==> config.mk <==
export PLATFORM = sky130hd
export DESIGN_NAME = mrs_ctl
export DESIGN_NICKNAME = d
export VERILOG_FILES = /design/src/rtl/mrs_pkg.sv /design/src/rtl/mrs_cmd_decode.sv /design/src/rtl/mrs_field_decode.sv /design/src/rtl/mrs_lockout.sv /design/src/rtl/mrs_ctl.sv
export SDC_FILE = /design/constraint.sdc
export NUM_CORES = 1
export LEC_CHECK = 0
export ABC_AREA = 1
export BUFFER_PORTS_ARGS = -buffer_cell sky130_fd_sc_hd__buf_2
export CAP_MARGIN = 20
export CORE_UTILIZATION = 48
export CTS_BUF_LIST = sky130_fd_sc_hd__clkbuf_2 sky130_fd_sc_hd__clkbuf_4 sky130_fd_sc_hd__clkbuf_8
export DETAILED_ROUTE_END_ITERATION = 7
export HOLD_SLACK_MARGIN = 0.06
export PLACE_DENSITY = 0.84
export SLEW_MARGIN = 10
export SYNTH_ARGS = -nofsm -noshare
export SYNTH_HDL_FRONTEND = slang
export SYNTH_SLANG_ARGS = --single-unit
==> constraint.sdc <==
create_clock -name clk -period 1.5 [get_ports clk]
set_input_delay 0.45 -clock clk [delete_from_list [all_inputs] [get_ports clk]]
set_output_delay 0.45 -clock clk [all_outputs]
set_load 0.1 [all_outputs]
==> src/rtl/mrs_pkg.sv <==
package mrs_pkg;
  localparam int BL_W = 4;
  localparam int CL_W = 4;
  localparam int WL_W = 3;

  typedef struct packed {
    logic [BL_W-1:0] bl;
    logic [CL_W-1:0] cl;
    logic [WL_W-1:0] wl;
    logic            tm;
    logic            dll;
    logic            ok;
  } mode_t;

  // burst code -> beats, 0 marks reserved
  function automatic logic [BL_W-1:0] bl_of(input logic [1:0] c);
    case (c)
      2'b10:   return BL_W'(4);
      2'b11:   return BL_W'(8);
      default: return '0;
    endcase
  endfunction

  // CAS code 3..7 -> latency 7..11, 0 marks reserved
  function automatic logic [CL_W-1:0] cl_of(input logic [2:0] c);
    if (c >= 3'd3) return CL_W'(c) + CL_W'(4);
    return '0;
  endfunction

  // write latency code 1..6 -> same count, 0 marks reserved
  function automatic logic [WL_W-1:0] wl_of(input logic [2:0] c);
    if (c == 3'd0 || c == 3'd7) return '0;
    return WL_W'(c);
  endfunction
endpackage

==> src/rtl/mrs_cmd_decode.sv <==
module mrs_cmd_decode (
  input  logic cke,
  input  logic cs_n,
  input  logic ras_n,
  input  logic cas_n,
  input  logic we_n,
  input  logic ba0,
  output logic any_cmd,
  output logic mrs_sel
);
  logic nop;
  assign nop     = ras_n & cas_n & we_n;
  assign any_cmd = cke & ~cs_n & ~nop;
  assign mrs_sel = cke & ~cs_n & ~ras_n & ~cas_n & ~we_n & ~ba0;
endmodule

==> src/rtl/mrs_field_decode.sv <==
module mrs_field_decode
  import mrs_pkg::*;
#(
  parameter int ADDR_W = 12
) (
  input  logic [ADDR_W-1:0] addr,
  output mode_t             mode
);
  localparam int BT_BIT  = 3;
  localparam int CL_LO   = 4;
  localparam int TM_BIT  = 7;
  localparam int DLL_BIT = 8;
  localparam int WL_LO   = 9;

  always_comb begin
    mode.bl  = bl_of(addr[1:0]);
    mode.cl  = cl_of(addr[CL_LO+2:CL_LO]);
    mode.wl  = wl_of(addr[WL_LO+2:WL_LO]);
    mode.tm  = addr[TM_BIT];
    mode.dll = addr[DLL_BIT];
    mode.ok  = (mode.bl != '0) && (mode.cl != '0) && (mode.wl != '0)
               && !addr[BT_BIT];
  end
endmodule

==> src/rtl/mrs_lockout.sv <==
module mrs_lockout #(
  parameter int W = 4
) (
  input  logic         clk,
  input  logic         rst_n,
  input  logic         start,
  input  logic [W-1:0] len,
  output logic         busy
);
  logic [W-1:0] cnt;

  always_ff @(posedge clk) begin
    if (!rst_n)          cnt <= '0;
    else if (start)      cnt <= len;
    else if (cnt != '0)  cnt <= cnt - 1'b1;
  end

  assign busy = (cnt != '0);
endmodule

==> src/rtl/mrs_ctl.sv <==
module mrs_ctl
  import mrs_pkg::*;
#(
  parameter int ADDR_W = 12,
  parameter int BA_W   = 3,
  parameter int TMRD_W = 4
) (
  input  logic              clk,
  input  logic              rst_n,
  input  logic              cke,
  input  logic              cs_n,
  input  logic              ras_n,
  input  logic              cas_n,
  input  logic              we_n,
  input  logic [BA_W-1:0]   ba,
  input  logic [ADDR_W-1:0] addr,
  input  logic              dev_idle,
  input  logic [TMRD_W-1:0] tmrd_cyc,
  output logic              cmd_ready,
  output logic              programmed,
  output logic [BL_W-1:0]   burst_len,
  output logic [CL_W-1:0]   cas_lat,
  output logic [WL_W-1:0]   wr_lat,
  output logic              test_mode,
  output logic              dll_rst,
  output logic              err_reserved,
  output logic              err_state,
  output logic              err_tmrd
);
  logic  any_cmd, mrs_sel, busy;
  mode_t fmode;

  // named events for the checker
  logic cmd_early, mrs_try, mrs_bad_state, mrs_take, mrs_legal, mrs_rsvd;

  mrs_cmd_decode u_cmd (
    .cke(cke), .cs_n(cs_n), .ras_n(ras_n), .cas_n(cas_n), .we_n(we_n),
    .ba0(ba[0]), .any_cmd(any_cmd), .mrs_sel(mrs_sel)
  );

  mrs_field_decode #(.ADDR_W(ADDR_W)) u_fld (.addr(addr), .mode(fmode));

  mrs_lockout #(.W(TMRD_W)) u_lock (
    .clk(clk), .rst_n(rst_n), .start(mrs_take), .len(tmrd_cyc), .busy(busy)
  );

  assign cmd_early     = any_cmd & busy;
  assign mrs_try       = mrs_sel & ~busy;
  assign mrs_bad_state = mrs_try & ~dev_idle;
  assign mrs_take      = mrs_try & dev_idle;
  assign mrs_legal     = mrs_take & fmode.ok;
  assign mrs_rsvd      = mrs_take & ~fmode.ok;

  always_ff @(posedge clk) begin
    if (!rst_n) begin
      burst_len    <= '0;
      cas_lat      <= '0;
      wr_lat       <= '0;
      test_mode    <= 1'b0;
      dll_rst      <= 1'b0;
      programmed   <= 1'b0;
      err_reserved <= 1'b0;
      err_state    <= 1'b0;
      err_tmrd     <= 1'b0;
    end else begin
      dll_rst <= mrs_legal & fmode.dll;
      if (mrs_legal) begin
        burst_len  <= fmode.bl;
        cas_lat    <= fmode.cl;
        wr_lat     <= fmode.wl;
        test_mode  <= fmode.tm;
        programmed <= 1'b1;
      end
      if (mrs_rsvd)      err_reserved <= 1'b1;
      if (mrs_bad_state) err_state    <= 1'b1;
      if (cmd_early)     err_tmrd     <= 1'b1;
    end
  end

  assign cmd_ready = ~busy;
endmodule

==> results of run 1 <==
==> state kept, by name, indices dropped and copies added, names as in the netlist <==
name and count:
u_lock.cnt 4, err_tmrd 1, programmed 1, err_state 1, test_mode 1, cas_lat 4, burst_len 2, dll_rst 1
wr_lat 3, err_reserved 1
==> final timing paths <==
kind	start	end	slack, ns
min reg2reg	programmed$_SDFFE_PN0P_	programmed$_SDFFE_PN0P_	0.51
max reg2reg	u_lock.cnt[1]$_SDFFE_PN0P_	test_mode$_SDFFE_PN0P_	-0.10
min	addr[8]	dll_rst$_SDFF_PN0_	0.34
max	u_lock.cnt[1]$_SDFFE_PN0P_	cmd_ready	-0.24
==> final cells by class <==
class                   count  area [sq um]  area share
multi-input cells         103           514       0.314
well taps                  27          33.8      0.0207
repair buffers             52           559       0.342
flip-flops and latches     19           382       0.233
clock buffers               4          30.0      0.0184
inverters                  30           116      0.0712
==> per-stage QoR <==
stage	worst slack [ns]	TNS, ns	std cells	power [mW]	utilization
after floorplan	-0.172	-0.197	157	1.18	-
after global placement	0.0692	0	220	1.37	0.744
after detailed placement	0.0104	0	220	1.40	0.744
after CTS	-0.179	-0.179	228	1.79	0.777
after global routing	-0.270	-1.15	235	2.04	0.834
final	-0.241	-0.478	235	1.96	0.834
==> critical path, cell delays in order, from the launching register on <==
cell	delay (ns)
sky130_fd_sc_hd__dfxtp_1	0.35
sky130_fd_sc_hd__inv_2	0.06
sky130_fd_sc_hd__ha_4	0.17
sky130_fd_sc_hd__nand3_4	0.07
sky130_fd_sc_hd__clkinvlp_4	0.13
sky130_fd_sc_hd__buf_12	0.18
==> what timing repair did <==
action / CTS / global route
gates resized for setup: 2 / 9
endpoints found under the setup margin: 3 / 15
cloned: 0 / 2
setup buffers: 4 / 6
pin swaps: 1 / 4
==> synthesized netlist by cell type, types with 2 or more instances <==
| cell | number |
|---|---|
| sky130_fd_sc_hd__nor2_2 | 3 |
| sky130_fd_sc_hd__nor2_1 | 36 |
| sky130_fd_sc_hd__buf_4 | 2 |
| sky130_fd_sc_hd__buf_2 | 2 |
| sky130_fd_sc_hd__a21oi_1 | 6 |
| sky130_fd_sc_hd__inv_2 | 3 |
| sky130_fd_sc_hd__nand3_1 | 3 |
| sky130_fd_sc_hd__o21ai_0 | 2 |
| sky130_fd_sc_hd__nor2_4 | 2 |
| sky130_fd_sc_hd__inv_1 | 27 |
| sky130_fd_sc_hd__nand3_2 | 3 |
| sky130_fd_sc_hd__nand2_1 | 39 |
| sky130_fd_sc_hd__dfxtp_1 | 19 |
| sky130_fd_sc_hd__xor2_1 | 2 |
==> metal layers <==
layer | part of all wire | vias up | global-route usage
li1 | - | 560 | -
met1 | 0.35 | 553 | 0.255
met2 | 0.54 | 66 | 0.436
met3 | 0.062 | 21 | 0.0642
met4 | 0.053 | 0 | 0.111
met5 | 0 | - | 0
==> cell families (layout without fill, tap and decap cells) <==
| kind of cell | Yosys count | after routing |
|---|---|---|
| other | 1 | 2 |
| AOI/OAI and AO/OA | 10 | 10 |
| buffers and inverters | 35 | 86 |
| and+or+nand+nor | 88 | 88 |
| adders and majority gates | 1 | 1 |
| xor gates and xnor gates | 2 | 2 |
| DFF | 19 | 19 |
==> where the power goes <==
group | leakage (nW) | internal [mW] | total, mW | switching, mW
clock | 0.0184 | 0.123 | 0.310 | 0.188
combinational | 0.685 | 0.446 | 1.07 | 0.619
sequential | 0.154 | 0.552 | 0.579 | 0.0270
==> flow_summary.ini, run 1 <==
[cells_and_area]
layout_common_cells = 37 x sky130_fd_sc_hd__nand2_1, 35 x sky130_fd_sc_hd__nor2_1, 23 x sky130_fd_sc_hd__inv_1, 23 x sky130_fd_sc_hd__buf_2, 18 x sky130_fd_sc_hd__dfxtp_1
final_area_sq_um = 1640
flow.area_growth_from_synthesis_pct = 64.0
fin_nets = 237
drive_gt1_frac = 0.370
final.fill_count = 114
antenna_cells = 0
final_common_cell = sky130_fd_sc_hd__nand2_1

[clock_network]
cts_tree = yes
cts.root.buffer_cell = sky130_fd_sc_hd__clkbuf_4
cts.sink_count = 19
clock_path_buffers = 2
cts.htree.levels = 1
number_of_buffers_added_by_the_clock_tree_synthesis_step = 3
cts_hold_repair.buffers = 0
clk_transition_reported_paths_ns = 0.12
clock_latency_ns = 0.32

[synthesis]
synth-simple-area-share = 0.381
ys_dominant_reg_cell = sky130_fd_sc_hd__dfxtp_1
synth.area.mux_share = 0
synth_enable_flop_cells = 0
synth_sequential_area_ratio = 0.381
post-synth-top-area-fraction = 0.381
post_synth_instance_area_sq_um = 997
ys_top_cells_by_area = sky130_fd_sc_hd__dfxtp_1 38%, sky130_fd_sc_hd__nand2_1 15%, sky130_fd_sc_hd__nor2_1 14%
synth-adder-area-share = 0.0125
synth_top_family_by_area = simple AND/OR/NAND/NOR gates
syn-instance-count = 156
synthArstFlopShare = 0
ys.warnings.count = 0
share_of_the_synthesized_netlist_area_taken_by_xor_and_xnor_gates = 0.0176
fraction_of_the_mapped_netlist_area_in_compound_gates = 0.0540
syn-mean-instance-area_sq_um = 6.39
yosysTopAreaCell = sky130_fd_sc_hd__dfxtp_1
synth_cell_type_count = 21
flip_flop_and_latch_count_after_synthesis = 19

[min_path]
min_delay_path_depth = 3
worst_hold_path_type = in2reg

[detailed_routing]
detail_route.first_pass.iterations = 4
remaining_drc_errors = 0
via_per_inst = 5.11
drt_first_iter_violations = 35
drtAntennaViolNets = 0
via_count = 1200
postRouteWirelength_um = 3400
routed_wire_length_per_instance_um = 14.5

[timing]
final.period_utilization = 1.16
fin_ws_ns = -0.241
fmax_mhz = 574
timing.hold.ws_ns = 0.341
setup_violations = 10
final-max-slew-violation-count = 0
final_hold_vios = 0
finClkSkew_ns = 0.00228
rsz0062_at_grt = true
fin_crit_ns = 1.74

[run]
timing.max_cap.violations = 0

[outcome]
violations = negative setup slack
outcome = finished, violations left

[global_route]
grt_overflow = 0
grt_first_pass_wirelength_um = 3700
first_global_vias = 900
grt_util_all_layers = 0.239
antenna_violations_before_repair = 0
grt_max_degree = 18

[critical_path]
worst-r2r-cell-count = 10
worst_ep_required_time_ns = 1.05
critical_path.startpoint_type = flop
arrival_ns = 1.29
critical_path_class = reg2out
element_type_at_the_critical_path_end = output port
critical_path.max_fanout = 3

[die]
floorplan.io_pins = 45
initial_utilization = 0.508
die_area_sq_um = 2260
die_w_um = 47.6
rows = 16
die-height_um = 47.6
placeableCoreArea_sq_um = 1960

[placed_design]
routabilityCongestion = 0.797
post_dp_cell_area_sq_um = 1460
sum_of_net_half_perimeters_after_detailed_placement_um = 1920
port-buffer-count = 39

[pwr]
leakagePower_nw = 0.858
power-per-cell-area_nw_per_um2 = 1200
worst_ir_drop_vdd_mv = 1.38
Note: power is estimated with default switching activity, not from simulation.
==> run 2: changes to the inputs <==
- CORE_UTILIZATION: 48 -> 43
- PLACE_DENSITY: 0.84 -> 0.8
- clock period: 1.5 -> 1.6 ns (I/O delays scaled with it)
==> run 2 against run 1 <==
- the flow still finishes with violations (negative setup slack)
- final area is 17% lower
- register-to-register slack gained 0.23 ns
- clock-buffer cell count fell by 1
- critical path depth unchanged
- global-route usage fell by 6.4 points
- combinational power is 17% lower
- critical endpoint unchanged
==> flow_summary.ini, run 2 (synthesized netlist as in run 1, its figures left out) <==
[critical_path]
critical_path.max_fanout = 2
critical_path.endpoint = cmd_ready
element_type_at_the_critical_path_end = output port
critical_path_class = reg2out
path_buf_inv = 3
number_of_logic_stages_on_the_critical_path_including_buffering = 5
critical_path.reg2reg.startpoint = u_lock.cnt[0]$_SDFFE_PN0P_
r2r_slack_ns = 0.13
crit_family = flip-flops
worstSetupStartpoint = u_lock.cnt[0]$_SDFFE_PN0P_
worst_ep_required_time_ns = 1.12
arrival_ns = 1.22
crit-reg2reg-capture = u_lock.cnt[1]$_SDFFE_PN0P_
crit_path_max_incr_delay_ns = 0.36
worst-r2r-cell-count = 10
critical_path.cell_chain = inv_2 -> ha_4 -> nand3_4 -> clkinvlp_4 -> buf_12
critical-path-slowest-cell = sky130_fd_sc_hd__dfxtp_2
critical_path.startpoint_type = flop

[global_route]
grt_overflow = 0
grt_use_met1 = 0.204
first_global_vias = 833
grt_first_pass_wirelength_um = 3350
grt_util_all_layers = 0.175
grt_max_degree = 18
global_route.peak_usage_layer = met2
met3_usage = 0.0455
met2_use_gr = 0.307
antenna_violations_before_repair = 0

[timing]
timing.hold.ws_ns = 0.398
fin_ws_ns = -0.101
fin_crit_ns = 1.70
setup_violations = 1
final_hold_vios = 0
finClkSkew_ns = 0.00316
rsz0062_at_grt = true
final.period_utilization = 1.06
final-max-slew-violation-count = 0
fmax_mhz = 588

[pwr]
power.share.switching = 0.397
internal_power_mw = 1.00
leakagePower_nw = 0.774
power-per-cell-area_nw_per_um2 = 1220
power.share.combinational = 0.531
power.clock.fraction = 0.144
switching_power_summed_over_all_nets_mw = 0.660
power_frac_seq = 0.325
worst_ir_drop_vdd_mv = 0.826

[clock_network]
cts.sink_count = 19
clock_latency_ns = 0.29
clock_path_buffers = 2
cts_tree = yes
clk_transition_reported_paths_ns = 0.11
number_of_buffers_added_by_the_clock_tree_synthesis_step = 3
cts.root.buffer_cell = sky130_fd_sc_hd__clkbuf_4
cts.htree.levels = 1

[placed_design]
detailedPlace.worstSlack_ns = 0.115
place_inst = 221
routabilityCongestion = 0.760
sum_of_net_half_perimeters_after_detailed_placement_um = 1490
port-buffer-count = 39
post_dp_cell_area_sq_um = 1260

[cells_and_area]
fin_nets = 233
flow.area_growth_from_synthesis_pct = 36.8
layout_common_cells = 39 x sky130_fd_sc_hd__nand2_1, 36 x sky130_fd_sc_hd__nor2_1, 31 x sky130_fd_sc_hd__buf_2
post_layout_instance_count_excluding_filler_cells = 232
antenna_cells = 0
final_common_cell = sky130_fd_sc_hd__nand2_1
final_area_sq_um = 1360
biggestRegsByFlops = cas_lat: 4 flops, u_lock.cnt: 4 flops, wr_lat: 3 flops
final.fill_count = 222
drive_gt1_frac = 0.343

[outcome]
outcome = finished, violations left
violations = negative setup slack

[die]
die-height_um = 50.2
rows = 17
die_w_um = 50.2
floorplan.io_pins = 45
placeableCoreArea_sq_um = 2190
initial_utilization = 0.455
die_area_sq_um = 2520

[detailed_routing]
postRouteWirelength_um = 1980
via_count = 1003
via_per_inst = 4.32
drt_first_iter_violations = 11
routed_wire_length_per_instance_um = 8.54
detail_route.first_pass.iterations = 6
remaining_drc_errors = 0
drtAntennaViolNets = 0

[min_path]
worst_hold_path_type = in2reg

[run]
timing.max_cap.violations = 0
## run 2: cell types whose count changed in the layout (fill, tap and decap cells not counted), sizes merged
cell	delta
clkinv	+1
buf	-9
clkbuf	+4
## run 2: timing repair
item                                    CTS  global route
endpoints found under the setup margin    1             8
resized for setup                         0             8
setup buffers                             4             3
pin swaps                                 1             1
hold buffers                              0             0
## run 2: worst min-delay path by stage
stage          slack, ns  depth (start not counted)                       start                    endpoint
2_1_floorplan       0.54                          3  u_lock.cnt[2]$_SDFFE_PN0P_  u_lock.cnt[2]$_SDFFE_PN0P_
3_3_place_gp        0.44                          2     programmed$_SDFFE_PN0P_     programmed$_SDFFE_PN0P_
3_5_place_dp        0.44                          2      err_state$_SDFFE_PN0P_      err_state$_SDFFE_PN0P_
4_1_cts             0.40                          3                     addr[8]          dll_rst$_SDFF_PN0_
5_1_grt             0.40                          3                     addr[8]          dll_rst$_SDFF_PN0_
6_report            0.40                          3                     addr[8]          dll_rst$_SDFF_PN0_
## run 2: through the flow
| step | total power, mW | utilization | TNS, ns |
|---|---|---|---|
| final | 1.66 | 0.623 | -0.101 |
| after global placement | 1.27 | 0.577 | 0 |
| after detailed placement | 1.28 | 0.577 | 0 |
| after CTS | 1.60 | 0.604 | -0.0914 |
| after floorplan | 1.11 | - | -0.0718 |
| after global routing | 1.78 | 0.623 | -0.159 |
## run 2: worst reg2reg max path, delay by kind of cell (launching register included)
family	cells	cell delay, ns
AND/OR/NAND/NOR	5	0.47
buffers and inverters	4	0.43
flip-flops	1	0.36
adder cells (fa/ha/maj)	1	0.16
## run 2: final cells by class
type                            count  area, sq um  area share
Clock buffer                        3         22.5      0.0165
Sequential cell                    19          383       0.281
Multi-Input combinational cell    103          494       0.362
Tap cell                           28         35.0      0.0257
Inverter                           30          116      0.0853
Timing Repair Buffer               48          308       0.226
Clock inverter                      1         5.00     0.00367
## run 2: routing by layer
metal  up-vias  wire length (um)
met5         -                 0
met4         0                12
met3         2                67
met1       433               897
li1        551                 -
met2        17              1000
## run 2: power groups by stage
stage,Sequential (mW),Combinational (mW),Clock (mW)
3_3_place_gp,0.547,0.719,0
5_1_grt,0.546,0.953,0.282
3_5_place_dp,0.546,0.729,0
6_report,0.541,0.883,0.240
2_1_floorplan,0.588,0.520,0
4_1_cts,0.537,0.817,0.250
==> run 3: changes to the inputs <==
- CORE_UTILIZATION: 43 -> 45
- PLACE_DENSITY: 0.8 -> 0.81
- SYNTH_HIERARCHICAL: unset -> 1
==> run 3 against run 2 <==
- the flow still finishes with violations (negative setup slack)
- routed wire length increased by 24%
- hold slack got worse by 0.0093 ns
- first-iteration DRC count grew 55%
- global-route usage increased by 1.5 points
- synthesized cell count up 16%
- sequential share of layout area decreased by 1.3 points
- highest routed layer unchanged
- sequential power rose by 17%
- clock power up 7%
- total power up 28%
==> flow_summary.ini, run 3 <==
[outcome]
outcome = finished, violations left
violations = negative setup slack

[timing]
setup_total_negative_slack_ns = -0.0351
final-max-slew-violation-count = 0
fin_ws_ns = -0.0351
fin_crit_ns = 1.64
finClkSkew_ns = 0.00519
fmax_mhz = 612
final.period_utilization = 1.02
setup_violations = 1
final_hold_vios = 0
rsz0062_at_grt = true

[cells_and_area]
post_layout_instance_count_excluding_filler_cells = 264
antenna_cells = 0
final_common_cell = sky130_fd_sc_hd__nor2_1
regArea_sq_um = 423
final_util = 0.687
biggestRegsByFlops = burst_len: 4 flops, cas_lat: 4 flops, u_lock/cnt: 4 flops
fin_nets = 266
flow.area_growth_from_synthesis_pct = 39.0
multi_input_area_sq_um = 563
drive_gt1_frac = 0.331
final_area_sq_um = 1580
layout_common_cells = 43 x sky130_fd_sc_hd__nor2_1, 42 x sky130_fd_sc_hd__nand2_1, 32 x sky130_fd_sc_hd__inv_1, 32 x sky130_fd_sc_hd__buf_2, 19 x sky130_fd_sc_hd__dfxtp_1
final.fill_count = 205

[synthesis]
synth_sequential_area_ratio = 0.370
fraction_of_the_mapped_netlist_area_in_compound_gates = 0.0529
synthArstFlopShare = 0
ys.warnings.count = 6
flip_flop_and_latch_count_after_synthesis = 21
syn-instance-count = 181
synth-adder-area-share = 0.0221
syn-mean-instance-area_sq_um = 6.27
synth_enable_flop_cells = 0
post-synth-top-area-fraction = 0.370
synth_cell_type_count = 23
synth-simple-area-share = 0.384
share_of_the_synthesized_netlist_area_taken_by_xor_and_xnor_gates = 0
yosysTopAreaCell = sky130_fd_sc_hd__dfxtp_1
synth.area.mux_share = 0
ys_dominant_reg_cell = sky130_fd_sc_hd__dfxtp_1
post_synth_instance_area_sq_um = 1130
ys_top_cells_by_area = sky130_fd_sc_hd__dfxtp_1 37%, sky130_fd_sc_hd__nand2_1 15%, sky130_fd_sc_hd__nor2_1 15%
synth_top_family_by_area = simple AND/OR/NAND/NOR gates
netlist_top_cells_count = 44 x sky130_fd_sc_hd__nand2_1, 44 x sky130_fd_sc_hd__nor2_1, 34 x sky130_fd_sc_hd__inv_1, 21 x sky130_fd_sc_hd__dfxtp_1, 7 x sky130_fd_sc_hd__a21oi_1

[die]
die_w_um = 52.2
placeableCoreArea_sq_um = 2300
floorplan.io_pins = 45
die_area_sq_um = 2730
rows = 17
initial_utilization = 0.494
die-height_um = 52.2

[detailed_routing]
detail_route.first_pass.iterations = 5
via_per_inst = 4.33
routed_wire_length_per_instance_um = 9.31
postRouteWirelength_um = 2460
remaining_drc_errors = 0
drt_first_iter_violations = 17
drtAntennaViolNets = 0
via_count = 1143

[critical_path]
critical_path.startpoint_type = flop
critical_path_class = reg2out
worst_ep_required_time_ns = 1.12
element_type_at_the_critical_path_end = output port
critical_path.max_fanout = 2
arrival_ns = 1.16

[global_route]
antenna_violations_before_repair = 0
first_global_vias = 984
grt_max_degree = 26
grt_util_all_layers = 0.190
grt_overflow = 0
grt_first_pass_wirelength_um = 3910

[placed_design]
detailedPlace.worstSlack_ns = -0.0443
place_inst = 251
post_dp_cell_area_sq_um = 1430
sum_of_net_half_perimeters_after_detailed_placement_um = 1710
port-buffer-count = 41
routabilityCongestion = 0.769

[clock_network]
clock_path_buffers = 2
clk_transition_reported_paths_ns = 0.12
cts_hold_repair.buffers = 0
cts.sink_count = 21
cts_tree = yes
number_of_buffers_added_by_the_clock_tree_synthesis_step = 3
cts.root.buffer_cell = sky130_fd_sc_hd__clkbuf_4
cts.htree.levels = 1
clock_latency_ns = 0.30

[pwr]
worst_ir_drop_vdd_mv = 1.25
power-per-cell-area_nw_per_um2 = 1350
leakagePower_nw = 0.927

[run]
timing.max_cap.violations = 0

[min_path]
worst_hold_path_type = in2reg
==> run 3: cells by family after synthesis <==
group,count (synthesis)
AO/OA/AOI/OAI,11
adder cells (fa/ha/maj),2
buffers and inverters,44
flip-flops,21
other,1
AND/OR/NAND/NOR,102
==> run 3: final timing paths <==
kind / startpoint / endpoint / slack [ns] / cells past startpoint
worst max-delay path: u_lock/cnt[1]$_SDFFE_PN0P_ / cmd_ready / -0.04 / 5
worst min-delay path: addr[8] / dll_rst$_SDFF_PN0_ / 0.39 / 3
worst max register to register: u_lock/cnt[1]$_SDFFE_PN0P_ / u_lock/cnt[3]$_SDFFE_PN0P_ / 0.04 / 11
worst min register to register: programmed$_SDFFE_PN0P_ / programmed$_SDFFE_PN0P_ / 0.46 / 2
==> run 3: layout make-up <==
cell class,instances,share of cell area
Inverter,36,0.0920
Tap cell,28,0.0222
Clock inverter,1,0.00317
Clock buffer,3,0.0143
Timing Repair Buffer,58,0.243
Multi-Input combinational cell,117,0.357
Sequential cell,21,0.268
==> run 3: critical path, stage by stage, from the launching register on <==
cell and delay, ns:
sky130_fd_sc_hd__dfxtp_2 0.34, sky130_fd_sc_hd__inv_2 0.07, sky130_fd_sc_hd__ha_4 0.16, sky130_fd_sc_hd__nand2_4 0.07
sky130_fd_sc_hd__inv_8 0.06, sky130_fd_sc_hd__buf_12 0.16
==> run 3: power by group <==
| part | switching [mW] | total (mW) | internal (mW) |
|---|---|---|---|
| Clock | 0.164 | 0.257 | 0.0929 |
| Sequential | 0.0495 | 0.633 | 0.583 |
| Combinational | 0.698 | 1.24 | 0.544 |
==> run 3: layer usage <==
layer	share of wire	track usage	vias to the layer above
li1	-	-	637
met1	0.46	0.222	476
met2	0.49	0.357	28
met3	0.048	0.0319	2
met4	0.0061	0.0395	0
met5	0	0	-
==> run 3: metrics by stage <==
| stage | total power, mW | hold WS, ns |
|---|---|---|
| detailed placement | 1.59 | 0.438 |
| floorplan | 1.33 | 0.473 |
| global route | 2.26 | 0.383 |
| CTS | 2.06 | 0.382 |
| global placement | 1.57 | 0.436 |
| finish | 2.13 | 0.388 |
==> run 3: repair_timing <==
item / in CTS / in global routing
setup endpoints to repair: 2 / 9
pin swaps: 3 / 1
gates resized for setup: 7 / 11
setup buffers: 6 / 3
